--- src/rtl/tmu_pkg.sv ---
// Package: shared types, register indices, control field positions and the
// prescaler divider table for the timer unit.
package tmu_pkg;

    // Which register class an access selects.
    typedef enum logic [1:0] {
        SEL_OUTCTL = 2'd0,
        SEL_START  = 2'd1,
        SEL_CHAN   = 2'd2,
        SEL_NONE   = 2'd3
    } sel_e;

    // Decoded access: class, channel number and register index in the window.
    typedef struct packed {
        sel_e       sel;
        logic [1:0] ch;
        logic [1:0] ridx;
    } dec_t;

    // Register indices inside a channel window.
    localparam logic [1:0] RI_RELOAD = 2'd0;
    localparam logic [1:0] RI_COUNT  = 2'd1;
    localparam logic [1:0] RI_CTRL   = 2'd2;
    localparam logic [1:0] RI_CAPT   = 2'd3;

    // Byte addresses of the shared registers and channel window bases.
    localparam int OFS_OUTCTL = 'h00;
    localparam int OFS_START  = 'h04;
    localparam int BASE_CH0   = 'h08;
    localparam int BASE_CH1   = 'h14;
    localparam int BASE_CH2   = 'h20;
    localparam int WIN2_SPAN  = 'h10;

    // Control register field positions.
    localparam int F_PS   = 0;   // prescaler select, 3 bits
    localparam int F_EDGE = 3;   // external edge select, 2 bits
    localparam int F_UIE  = 5;   // underflow interrupt enable
    localparam int F_CAPM = 6;   // capture mode, 2 bits
    localparam int F_UF   = 8;   // underflow flag
    localparam int F_CF   = 9;   // capture flag

    localparam int PRE_W = 10;

    // Terminal prescaler value (divider minus one) for a select code.
    function automatic logic [PRE_W-1:0] div_last(input logic [2:0] code);
        case (code)
            3'd0:    div_last = PRE_W'(3);
            3'd1:    div_last = PRE_W'(15);
            3'd2:    div_last = PRE_W'(63);
            3'd3:    div_last = PRE_W'(255);
            default: div_last = PRE_W'(1023);
        endcase
    endfunction

endpackage

--- src/rtl/tmu_addr_dec.sv ---
// Module: tmu_addr_dec
// Purely combinational decode of a byte address into a shared register, a
// channel register, or nothing. Windows are checked from the highest base
// down, so any address at or above a base belongs to that window.
// Assumes ADDR_W >= 6.
module tmu_addr_dec
    import tmu_pkg::*;
#(
    parameter int ADDR_W     = 8,
    parameter bit THREE_CH   = 1'b1,
    parameter bit HAS_OUTCTL = 1'b1
) (
    input  logic [ADDR_W-1:0] addr_i,
    output dec_t              dec_o
);

    localparam logic [ADDR_W-1:0] B0    = ADDR_W'(BASE_CH0);
    localparam logic [ADDR_W-1:0] B1    = ADDR_W'(BASE_CH1);
    localparam logic [ADDR_W-1:0] B2    = ADDR_W'(BASE_CH2);
    localparam logic [ADDR_W-1:0] SPAN2 = ADDR_W'(WIN2_SPAN);

    logic [ADDR_W-1:0] off0, off1, off2;

    assign off0 = addr_i - B0;
    assign off1 = addr_i - B1;
    assign off2 = addr_i - B2;

    // Priority decode, highest window first.
    always_comb begin
        dec_o.sel  = SEL_NONE;
        dec_o.ch   = 2'd0;
        dec_o.ridx = 2'd0;
        if (addr_i >= B2) begin
            if (THREE_CH && (off2 < SPAN2)) begin
                dec_o.sel  = SEL_CHAN;
                dec_o.ch   = 2'd2;
                dec_o.ridx = off2[3:2];
            end
        end else if (addr_i >= B1) begin
            dec_o.sel  = SEL_CHAN;
            dec_o.ch   = 2'd1;
            dec_o.ridx = off1[3:2];
        end else if (addr_i >= B0) begin
            dec_o.sel  = SEL_CHAN;
            dec_o.ch   = 2'd0;
            dec_o.ridx = off0[3:2];
        end else if (addr_i == ADDR_W'(OFS_START)) begin
            dec_o.sel = SEL_START;
        end else if (HAS_OUTCTL && (addr_i == ADDR_W'(OFS_OUTCTL))) begin
            dec_o.sel = SEL_OUTCTL;
        end
    end

endmodule

--- src/rtl/tmu_tick_gen.sv ---
// Module: tmu_tick_gen
// Produces the count-enable tick of one channel, either from a prescaler
// counter or from selected edges of the external timing input. The
// prescaler only advances while running and holds its phase when stopped.
// A clear (control write) restarts the phase. Assumes ext_i is synchronous.
module tmu_tick_gen
    import tmu_pkg::*;
#(
    parameter bit HAS_EXT = 1'b1
) (
    input  logic       clk,
    input  logic       rst_n,
    input  logic       run_i,
    input  logic       clr_i,
    input  logic [2:0] ps_i,
    input  logic [1:0] edge_i,
    input  logic       ext_i,
    output logic       tick_o
);

    logic [PRE_W-1:0] pre_q;
    logic             ext_q;
    logic             ext_mode;
    logic             edge_hit;
    logic             pre_wrap;

    assign ext_mode = HAS_EXT && (ps_i[2:1] == 2'b11);
    assign pre_wrap = (pre_q == div_last(ps_i));

    // Select which transition of the external input counts.
    always_comb begin
        case (edge_i)
            2'd0:    edge_hit = ext_i & ~ext_q;
            2'd1:    edge_hit = ~ext_i & ext_q;
            default: edge_hit = ext_i ^ ext_q;
        endcase
    end

    assign tick_o = run_i && !clr_i && (ext_mode ? edge_hit : pre_wrap);

    // Prescaler phase and external input history.
    always_ff @(posedge clk) begin
        if (!rst_n) begin
            pre_q <= '0;
            ext_q <= 1'b0;
        end else begin
            ext_q <= ext_i;
            if (clr_i) begin
                pre_q <= '0;
            end else if (run_i && !ext_mode) begin
                pre_q <= pre_wrap ? '0 : pre_q + PRE_W'(1);
            end
        end
    end

endmodule

--- src/rtl/tmu_chan.sv ---
// Module: tmu_chan
// One timer channel: reload, count and control registers, plus a capture
// register when HAS_CAPT is set. Checks control writes for reserved values
// and reports them on bad_o (combinational); the write is then dropped.
// Assumes DATA_W >= 10.
module tmu_chan
    import tmu_pkg::*;
#(
    parameter int DATA_W   = 32,
    parameter bit HAS_CAPT = 1'b0,
    parameter bit HAS_EXT  = 1'b1
) (
    input  logic              clk,
    input  logic              rst_n,
    input  logic              run_i,
    input  logic              wr_i,
    input  logic [1:0]        ridx_i,
    input  logic [DATA_W-1:0] wdata_i,
    input  logic              ext_i,
    input  logic              cap_i,
    output logic [DATA_W-1:0] rdata_o,
    output logic              bad_o,
    output logic              irq_o,
    output logic [DATA_W-1:0] count_o
);

    logic [DATA_W-1:0] reload_q, count_q, capt_q;
    logic [2:0]        ps_q;
    logic [1:0]        edge_q, capm_q;
    logic              uie_q, uf_q, cf_q;
    logic              we, we_ctrl, tick, ctrl_bad;
    logic [2:0]        w_ps;
    logic [1:0]        w_edge, w_capm;
    logic [DATA_W-1:0] ctrl_v;

    assign w_ps   = wdata_i[F_PS +: 3];
    assign w_edge = wdata_i[F_EDGE +: 2];
    assign w_capm = wdata_i[F_CAPM +: 2];

    // Reserved-value screen for control writes.
    always_comb begin
        ctrl_bad = (w_ps == 3'd5) || (w_capm == 2'd1);
        if (!HAS_EXT && ((w_ps[2:1] == 2'b11) || (w_edge != 2'd0)))
            ctrl_bad = 1'b1;
        if (!HAS_CAPT && (w_capm != 2'd0))
            ctrl_bad = 1'b1;
    end

    assign bad_o   = (ridx_i == RI_CTRL) && ctrl_bad;
    assign we      = wr_i && !bad_o;
    assign we_ctrl = we && (ridx_i == RI_CTRL);

    tmu_tick_gen #(.HAS_EXT(HAS_EXT)) u_tick (
        .clk    (clk),
        .rst_n  (rst_n),
        .run_i  (run_i),
        .clr_i  (we_ctrl),
        .ps_i   (ps_q),
        .edge_i (edge_q),
        .ext_i  (ext_i),
        .tick_o (tick)
    );

    // Reload, count, control fields and underflow flag.
    always_ff @(posedge clk) begin
        if (!rst_n) begin
            reload_q <= '1;
            count_q  <= '1;
            ps_q     <= 3'd0;
            edge_q   <= 2'd0;
            uie_q    <= 1'b0;
            capm_q   <= 2'd0;
            uf_q     <= 1'b0;
        end else begin
            if (we && (ridx_i == RI_RELOAD))
                reload_q <= wdata_i;
            if (we && (ridx_i == RI_COUNT))
                count_q <= wdata_i;
            else if (tick)
                count_q <= (count_q == '0) ? reload_q : count_q - DATA_W'(1);
            if (we_ctrl) begin
                ps_q   <= w_ps;
                edge_q <= w_edge;
                uie_q  <= wdata_i[F_UIE];
                capm_q <= w_capm;
            end
            if (tick && (count_q == '0))
                uf_q <= 1'b1;
            else if (we_ctrl && !wdata_i[F_UF])
                uf_q <= 1'b0;
        end
    end

    generate
        if (HAS_CAPT) begin : g_capt
            logic cap_ev;
            assign cap_ev = cap_i && capm_q[1];
            // Capture register and capture flag.
            always_ff @(posedge clk) begin
                if (!rst_n) begin
                    capt_q <= '0;
                    cf_q   <= 1'b0;
                end else begin
                    if (cap_ev)
                        capt_q <= count_q;
                    else if (we && (ridx_i == RI_CAPT))
                        capt_q <= wdata_i;
                    if (cap_ev)
                        cf_q <= 1'b1;
                    else if (we_ctrl && !wdata_i[F_CF])
                        cf_q <= 1'b0;
                end
            end
        end else begin : g_nocapt
            assign capt_q = '0;
            assign cf_q   = 1'b0;
        end
    endgenerate

    // Assemble the control register image.
    always_comb begin
        ctrl_v              = '0;
        ctrl_v[F_PS +: 3]   = ps_q;
        ctrl_v[F_EDGE +: 2] = edge_q;
        ctrl_v[F_UIE]       = uie_q;
        ctrl_v[F_CAPM +: 2] = capm_q;
        ctrl_v[F_UF]        = uf_q;
        ctrl_v[F_CF]        = cf_q;
    end

    // Register read selection.
    always_comb begin
        case (ridx_i)
            RI_RELOAD: rdata_o = reload_q;
            RI_COUNT:  rdata_o = count_q;
            RI_CTRL:   rdata_o = ctrl_v;
            default:   rdata_o = capt_q;
        endcase
    end

    assign irq_o   = (uf_q && uie_q) || (cf_q && (capm_q == 2'd3));
    assign count_o = count_q;

endmodule

--- src/rtl/tmu_unit.sv ---
// Module: tmu_unit (top)
// Timer unit: address decode, shared start and output-control registers,
// and two or three channels. Channel 2 exists only with THREE_CH and is the
// only one with capture. Read data and the error strobe are registered.
// Assumes single-cycle accesses, with rd_en_i and wr_en_i not both set.
module tmu_unit
    import tmu_pkg::*;
#(
    parameter int DATA_W     = 32,
    parameter int ADDR_W     = 8,
    parameter bit THREE_CH   = 1'b1,
    parameter bit HAS_OUTCTL = 1'b1,
    parameter bit HAS_EXT    = 1'b1
) (
    input  logic                          clk,
    input  logic                          rst_n,
    input  logic                          rd_en_i,
    input  logic                          wr_en_i,
    input  logic [ADDR_W-1:0]             addr_i,
    input  logic [DATA_W-1:0]             wdata_i,
    output logic [DATA_W-1:0]             rdata_o,
    output logic                          err_o,
    input  logic                          ext_clk_i,
    input  logic                          capture_i,
    output logic                          outctl_o,
    output logic [(THREE_CH ? 3 : 2)-1:0] irq_o
);

    localparam int NCH = THREE_CH ? 3 : 2;

    dec_t              dec;
    logic [DATA_W-1:0] start_q;
    logic              outctl_q;
    logic [DATA_W-1:0] rdata_q;
    logic              err_q;
    logic [DATA_W-1:0] chan_rdata [NCH];
    logic [DATA_W-1:0] cnt_mon    [NCH];
    logic [NCH-1:0]    chan_bad;
    logic [DATA_W-1:0] rd_val;
    logic              sel_bad, start_bad, err_d;

    tmu_addr_dec #(
        .ADDR_W     (ADDR_W),
        .THREE_CH   (THREE_CH),
        .HAS_OUTCTL (HAS_OUTCTL)
    ) u_dec (
        .addr_i (addr_i),
        .dec_o  (dec)
    );

    generate
        for (genvar g = 0; g < NCH; g++) begin : g_ch
            tmu_chan #(
                .DATA_W   (DATA_W),
                .HAS_CAPT (g == 2),
                .HAS_EXT  (HAS_EXT)
            ) u_chan (
                .clk     (clk),
                .rst_n   (rst_n),
                .run_i   (start_q[g]),
                .wr_i    (wr_en_i && (dec.sel == SEL_CHAN) && (dec.ch == 2'(g))),
                .ridx_i  (dec.ridx),
                .wdata_i (wdata_i),
                .ext_i   (ext_clk_i),
                .cap_i   (capture_i),
                .rdata_o (chan_rdata[g]),
                .bad_o   (chan_bad[g]),
                .irq_o   (irq_o[g]),
                .count_o (cnt_mon[g])
            );
        end
    endgenerate

    assign start_bad = !THREE_CH && wdata_i[2];

    // Read value and write rejection of the selected register.
    always_comb begin
        rd_val  = '0;
        sel_bad = 1'b0;
        case (dec.sel)
            SEL_OUTCTL: rd_val[0] = outctl_q;
            SEL_START:  rd_val = start_q;
            SEL_CHAN: begin
                for (int i = 0; i < NCH; i++) begin
                    if (dec.ch == 2'(i)) begin
                        rd_val  = chan_rdata[i];
                        sel_bad = chan_bad[i];
                    end
                end
            end
            default: rd_val = '0;
        endcase
    end

    // Error on unmapped access or rejected write.
    always_comb begin
        err_d = (rd_en_i || wr_en_i) && (dec.sel == SEL_NONE);
        if (wr_en_i && (dec.sel == SEL_START) && start_bad)
            err_d = 1'b1;
        if (wr_en_i && (dec.sel == SEL_CHAN) && sel_bad)
            err_d = 1'b1;
    end

    // Shared registers and registered read response.
    always_ff @(posedge clk) begin
        if (!rst_n) begin
            start_q  <= '0;
            outctl_q <= 1'b0;
            rdata_q  <= '0;
            err_q    <= 1'b0;
        end else begin
            if (wr_en_i && (dec.sel == SEL_START) && !start_bad)
                start_q <= wdata_i;
            if (wr_en_i && (dec.sel == SEL_OUTCTL))
                outctl_q <= wdata_i[0];
            rdata_q <= (rd_en_i && (dec.sel != SEL_NONE)) ? rd_val : '0;
            err_q   <= err_d;
        end
    end

    assign rdata_o  = rdata_q;
    assign err_o    = err_q;
    assign outctl_o = outctl_q;

endmodule

--- config.mk ---
export PLATFORM = sky130hd
export DESIGN_NAME = tmu_unit
export DESIGN_NICKNAME = d
export VERILOG_FILES = /design/src/rtl/tmu_pkg.sv /design/src/rtl/tmu_addr_dec.sv /design/src/rtl/tmu_tick_gen.sv /design/src/rtl/tmu_chan.sv /design/src/rtl/tmu_unit.sv
export SDC_FILE = /design/constraint.sdc
export NUM_CORES = 1
export LEC_CHECK = 0
export ABC_AREA = 1
export BUFFER_PORTS_ARGS = -buffer_cell sky130_fd_sc_hd__buf_2
export CAP_MARGIN = 5
export CELL_PAD_IN_SITES_DETAIL_PLACEMENT = 1
export CELL_PAD_IN_SITES_GLOBAL_PLACEMENT = 1
export CORE_MARGIN = 5
export CORE_UTILIZATION = 40
export DETAILED_ROUTE_END_ITERATION = 12
export PLACE_DENSITY_LB_ADDON = 0.1
export SYNTH_ARGS = -nofsm -noshare
export SYNTH_HDL_FRONTEND = slang
export SYNTH_SLANG_ARGS = --single-unit
--- constraint.sdc ---
create_clock -name clk -period 3.4 [get_ports clk]
set_clock_uncertainty 0.1 [all_clocks]
set_input_delay 0.34 -clock clk [delete_from_list [all_inputs] [get_ports clk]]
set_output_delay 0.34 -clock clk [all_outputs]
set_load 0.005 [all_outputs]
# After elaboration in Yosys (flattened, before gate mapping)
# Cells that the tools add are included.
[word_totals]
regBits = 349
inputBits = 46
elab_cells = 217
[op_classes]
n_addsub = 9
n_lt_le_gt_ge = 4
eq_ne = 31
muxes = 52
n_bitwise = 6
reduce_logical = 84
[op_table]
columns = ["cell", "n"]
rows = [
  ["2-to-1 mux 32 bit", 14],
  ["one-hot mux 32 bit (3 select lines)", 3],
  ["one-hot mux 10 bit (4 select lines)", 3],
  ["zero test 32 bit", 3],
  ["subtractor 32 x 1 -> 32 bit, second input constant", 3],
  ["one-hot mux 31 bit (2 select lines)", 1],
  ["logical AND 1 bit", 45],
  ["adder 10 x 1 -> 10 bit, second input constant", 3],
  ["equality test 10 bit", 3],
  ["2-to-1 mux 10 bit", 3],
  ["equality test 2 bit, second input constant", 9],
  ["equality test 3 x 2 -> 1 bit, second input constant", 6],
  ["nonzero test 2 bit", 9],
  ["2-to-1 mux 1 bit", 17],
  ["equality test 2 x 1 -> 1 bit, second input constant", 7],
  ["zero test 2 bit", 6],
  ["2-to-1 mux 6 bit", 2],
  ["zero test 1 bit", 10],
  ["equality test 3 x 1 -> 1 bit, second input constant", 3],
  ["zero test 3 bit", 3],
  ["equality test 8 x 3 -> 1 bit, second input constant", 1],
  [">= comparator 8 x 4 -> 1 bit, second input constant", 1],
  [">= comparator 8 x 5 -> 1 bit, second input constant", 1],
  [">= comparator 8 x 6 -> 1 bit, second input constant", 1],
  ["other kinds (17)", 29],
]

# Logic depth before layout (Yosys ltp)
[depth]
word_depth = 16
mapped_depth = 24
ltp_nobuf = 19

# Cells and area by module
# From an unflattened synthesis, not the netlist that was laid out.
[unflattened]
hier_cells = 3347
hier_area_um2 = 21500.6
[modules_own_cells]
columns = ["mod", "instances", "cells_per_inst", "area_per_inst_um2", "seq_area_each_um2"]
rows = [
  ["tmu_chan at g_ch[0].u_chan ...", 2, 765, 4699.5, 1461.4],
  ["tmu_chan at g_ch[2].u_chan", 1, 986, 6386.1, 2122.0],
  ["tmu_unit", 1, 458, 3200.6, 1321.3],
  ["tmu_tick_gen", 3, 104, 737.0, 220.2],
  ["tmu_addr_dec", 1, 61, 304.0, 0.0],
]

# Worst setup path after synthesis
# No wires, ideal clock.
[synth_path]
path_type = "input to register"
start = "input addr_i[5]"
end = "register g_ch[1].u_chan.count_q[14]"
arrival_ns = 3.132
setup_slack_ns = 0.033
path_stages = 20
path_buffers = 6
cell_sequence = "inv_1 ha_1 nand3_1 nor2_1 buf_4 clkbuf_1 clkbuf_1 a21oi_1 inv_1 ha_1 clkbuf_1 nand2_1 nor2_1 inv_1 nor2_2 inv_2 buf_2 clkbuf_1 nand3_1 nand4_1"
[synth_between]
elab_chain_cells = 15
elab_cells_between_ends = 30
[synth_lines]
columns = ["item", "line", "source"]
rows = [
  ["start, declared", "tmu_unit.sv:19", "input logic [ADDR_W-1:0] addr_i,"],
  ["parallel branches: the longest is 5 deep, another holds subtractor 8 x 6 -> 8 bit", "n/a", ""],
  ["2-to-1 mux 6 bit *", "tmu_addr_dec.sv:33", "if (addr_i >= B2) begin"],
  ["equality test 2 bit", "tmu_unit.sv:61", ".wr_i (wr_en_i && (dec.sel == SEL_CHAN) && (dec.ch == 2'(g))),"],
  ["logical AND 1 bit (2 in series)", "tmu_unit.sv:61", ""],
  ["logical AND 1 bit", "tmu_chan.sv:50", "assign we = wr_i && !bad_o;"],
  ["logical AND 1 bit", "tmu_chan.sv:51", "assign we_ctrl = we && (ridx_i == RI_CTRL);"],
  ["zero test 1 bit", "tmu_tick_gen.sv:39", "assign tick_o = run_i && !clr_i && (ext_mode ? edge_hit : pre_wrap);"],
  ["logical AND 1 bit (2 in series)", "tmu_tick_gen.sv:39", ""],
  ["nonzero test 2 bit (no line)", "n/a", ""],
  ["end signal, assigned", "tmu_chan.sv:78", "count_q <= wdata_i;"],
  ["end signal, assigned", "tmu_chan.sv:80", "count_q <= (count_q == '0) ? reload_q : count_q - DATA_W'(1);"],
  ["end, declared", "tmu_chan.sv:27", "logic [DATA_W-1:0] reload_q, count_q, capt_q;"],
]
# Mark *: on every way between the ends.
# A chain may end at the register's enable or synchronous reset.

# Worst setup path after layout
[layout_path]
start = "input addr_i[3]"
end = "register g_ch[1].u_chan.reload_q[31]"
[layout_between]
elab_chain_cells = 11
elab_cells_between_ends = 26
[layout_lines]
columns = ["item", "line", "source"]
rows = [
  ["parallel branches: the longest is 5 deep, another holds subtractor 8 x 6 -> 8 bit", "n/a", ""],
  ["2-to-1 mux 6 bit *", "tmu_addr_dec.sv:33", ""],
  ["equality test 2 bit", "tmu_unit.sv:61", ""],
  ["logical AND 1 bit (2 in series)", "tmu_unit.sv:61", ""],
  ["logical AND 1 bit", "tmu_chan.sv:50", ""],
  ["logical AND 1 bit *", "tmu_chan.sv:75", "if (we && (ridx_i == RI_RELOAD))"],
  ["end signal, assigned", "tmu_chan.sv:76", "reload_q <= wdata_i;"],
  ["end, declared", "tmu_chan.sv:27", ""],
]
# Marks and branches as above.

==> reports/results.tsv <==
metric	value	unit
status	finished, final reports clean	
layout_worst_path_cycle_share	87.4	%
core.rowCount	83	
synth.avg_cell_area	6.33	um^2
min_period	2.97	ns
drt_iter0_drc	1677	
worstSetupPathDepth	16	
synthCells	3249	
p_clk_share	48.8	%
crit_arrival	3.29	ns
synth_seq_cells	349	
firstDrtPassIters	7	
setup_viol	0	
synth_area	20600	um^2
rsz0062_at_grt	no	
antenna_found_initial	6	
dieWidth	237	um
hold_violations	0	
cts_setup_buffers	0	
dpl_worst_slack	-0.0588	ns
required	3.72	ns
die_h	237	um
cp-start-kind	input pin	
yosys_warnings	0	
gp_congestion	0.964	
cpLargestDelayFamily	simple AND/OR/NAND/NOR gates	
nNetsFinal	3354	
cp-end-kind	flop	
report.final.slew_viol_count	0	
cts_sinks	349	
coreArea	51100	um^2
post_cts_resized	0	
htreeDepth	2	
insertion_delay	0.59	ns
clockBufferDepth	3	
track_usage	32.2	%
fmax	0.337	GHz
swShare	26.9	%
syn_nets	3315	
drt_wl_total	93900	um
antenna_cells	0	
cap_violations	0	
numCtsBuffers	44	
crit-reg2reg-capture	g_ch[0].u_chan.count_o[26]$_SDFFE_PN1P_	
p_comb_share	9.1	%
p_seq_share	42.1	%
portBuffers	82	
crit_top_cell	inv_1	
place_hpwl	69200	um
endpoint	g_ch[1].u_chan.reload_q[31]$_SDFFE_PN1P_	
tightest_slew	1.03	ns
vias	22955	
die_area	56000	um^2
power.leakage	10.8	nW
grt_pass1_vias	23188	
relSlewSlack	31.5	%
drive_gt1_share	9.55	%
reg2reg_depth	12	
cts_tree	built	
power.internal	7.21	mW
cts_hold_buf	3	
max_stage_delay	0.78	ns
route.detailed.drc	0	
hp-class	input pin to flop	
fin_hold_ws	0.0612	ns
path_buf_inv	7	
ys_async_sr_fraction	0	%
synth_seq_area_share	34.0	%
synth_ff_type	dfxtp_1	
overflow	0	
cts_root_buf	clkbuf_16	
grt_first_pass_wirelength	141000	um
grt_max_degree	192	
clk_pin_slew	0.06	ns
rrSetupSlack	0.63	ns
ios	83	
path_cells	buf_2 -> inv_1 -> ha_1 -> inv_1 -> a31o_2 -> a21oi_1 -> inv_1 -> ha_1 -> nand2_1 -> nor2_1 -> inv_1 -> nor2_4 -> inv_1 -> buf_4 -> nand2_1 -> o211ai_1	
worstPathMaxFanout	41	
critPathKind	input pin to flop	
crit_start	addr_i[3]	
initial_core_util	40.2	%
slowest_stage	nor2_4	
synth.distinct_cells	48	
avgRoutedWirePerCell	23.5	um
timing.rr.start	g_ch[0].u_chan.count_o[0]$_SDFFE_PN1P_	
syn_to_final_growth	14.1	%
finalWorstSetupSlack	0.428	ns
irDropWorstVdd	0.361	mV
viasPerCell	5.74	
p_per_area	420	nW/um^2
synth_edf_count	0	
detail-route-antenna-nets	0	
power.switching	2.65	mW
worst min path at each step:
stage	from	end	slack, ns	depth (start not counted)
4_1_cts	wdata_i[23]	g_ch[0].u_chan.count_o[23]$_SDFFE_PN1P_	0.02	3
2_1_floorplan	g_ch[0].u_chan.capm_q[0]$_SDFFE_PN0P_	g_ch[0].u_chan.capm_q[0]$_SDFFE_PN0P_	0.32	2
5_1_grt	wdata_i[23]	g_ch[0].u_chan.count_o[23]$_SDFFE_PN1P_	0.05	3
6_report	wdata_i[23]	g_ch[0].u_chan.count_o[23]$_SDFFE_PN1P_	0.06	3
3_3_place_gp	g_ch[0].u_chan.capm_q[1]$_SDFFE_PN0P_	g_ch[0].u_chan.capm_q[1]$_SDFFE_PN0P_	0.33	2
3_5_place_dp	g_ch[0].u_chan.capm_q[1]$_SDFFE_PN0P_	g_ch[0].u_chan.capm_q[1]$_SDFFE_PN0P_	0.33	2
cell usage in the layout, fill, tap and decap left out, types with 14 or more instances in the layout:
cell and count:
xnor2_1 14, buf_12 16, buf_2 81, nand2_1 850
o21ai_1 20, nor3_1 31, nand4_1 78, ha_1 20
xor2_1 59, o211ai_1 108, nor2_1 341, a21oi_1 194
nand3_1 313, clkbuf_16 45, buf_4 89, dfxtp_1 349
o21ai_0 282, clkbuf_1 14, inv_1 285
cell families after synthesis:
logic type	Yosys count	share of synthesized area, %
compound gates	635	17.3
xor+xnor	73	3.11
fa+ha+maj	20	1.22
buf+inv	499	9.75
flops	349	34.0
mux	1	0.0487
simple gates	1672	34.6
cells in the mapped netlist, types with 12 or more instances:
cell / number / area, um^2
nand3_1: 313 / 1570
inv_2: 12 / 45.0
nor2_1: 343 / 1290
nand2_1: 853 / 3200
o211ai_1: 108 / 811
nand4_1: 78 / 488
dfxtp_1: 349 / 6990
nor3_1: 31 / 155
a21oi_1: 194 / 971
o21ai_0: 282 / 1410
xor2_1: 59 / 517
clkbuf_1: 110 / 413
ha_1: 20 / 250
buf_2: 70 / 350
inv_1: 285 / 1070
o21ai_1: 20 / 100
xnor2_1: 14 / 123
worst min-delay path, cell delays in order:
cell and delay [ns]:
buf_2 0.21, nand2_1 0.08, nand4_1 0.08
power by group through the flow:
stage                     clock network (mW)  logic [mW]  registers [mW]
after detailed placement                   0       0.869            4.24
after global routing                    5.04       0.965            4.15
after global placement                     0       0.853            4.24
final                                   4.81       0.896            4.15
after CTS                               4.87       0.877            4.15
after floorplan                            0       0.479            4.23
sequential cells by signal (all words and copies together), names as in the netlist:
register,count
g_ch.u_chan.u_tick.pre_q,30
g_ch.u_chan.ps_q,9
err_o,1
g_ch.u_chan.cf_q,1
g_ch.u_chan.capm_q,6
outctl_o,1
start_q,32
g_ch.u_chan.edge_q,6
g_ch.u_chan.uie_q,3
g_ch.u_chan.uf_q,3
g_ch.u_chan.count_o,96
g_ch.u_chan.reload_q,96
g_ch.u_chan.u_tick.ext_q,1
g_ch.u_chan.capt_q,32
rdata_o,32
area by class of cell:
| type | count | area (um^2) |
|---|---|---|
| well taps | 680 | 851 |
| repair buffers | 190 | 1440 |
| clock buffers | 67 | 1290 |
| inverters | 302 | 1140 |
| fillers | 6803 | 27600 |
| clock inverters | 12 | 149 |
| flip-flops and latches | 349 | 6990 |
| multi-input cells | 2401 | 11600 |
stage by stage:
| stage | area, um^2 | instances | TNS [ns] | power [mW] | utilization, % |
|---|---|---|---|---|---|
| 4_1_cts | 23500 | 4001 | 0 | 9.89 | 45.9 |
| 5_1_grt | 23500 | 4001 | 0 | 10.2 | 45.9 |
| 6_report | 23500 | 4001 | 0 | 9.85 | 45.9 |
| 2_1_floorplan | 20600 | 3249 | 0 | 4.71 | - |
| 3_3_place_gp | 22000 | 3919 | 0 | 5.09 | 43.0 |
| 3_5_place_dp | 22000 | 3919 | -0.438 | 5.11 | 43.0 |
metal layers:
metal  global-route usage (%)  up-vias  wire (um)
li1                         -    10746          -
met5                        0        -         14
met3                     7.14      188       6840
met2                     53.2      754      43300
met4                     11.0        4       3350
met1                     41.7    11263      40300
No activity file was read; power rests on OpenSTA's default activity.
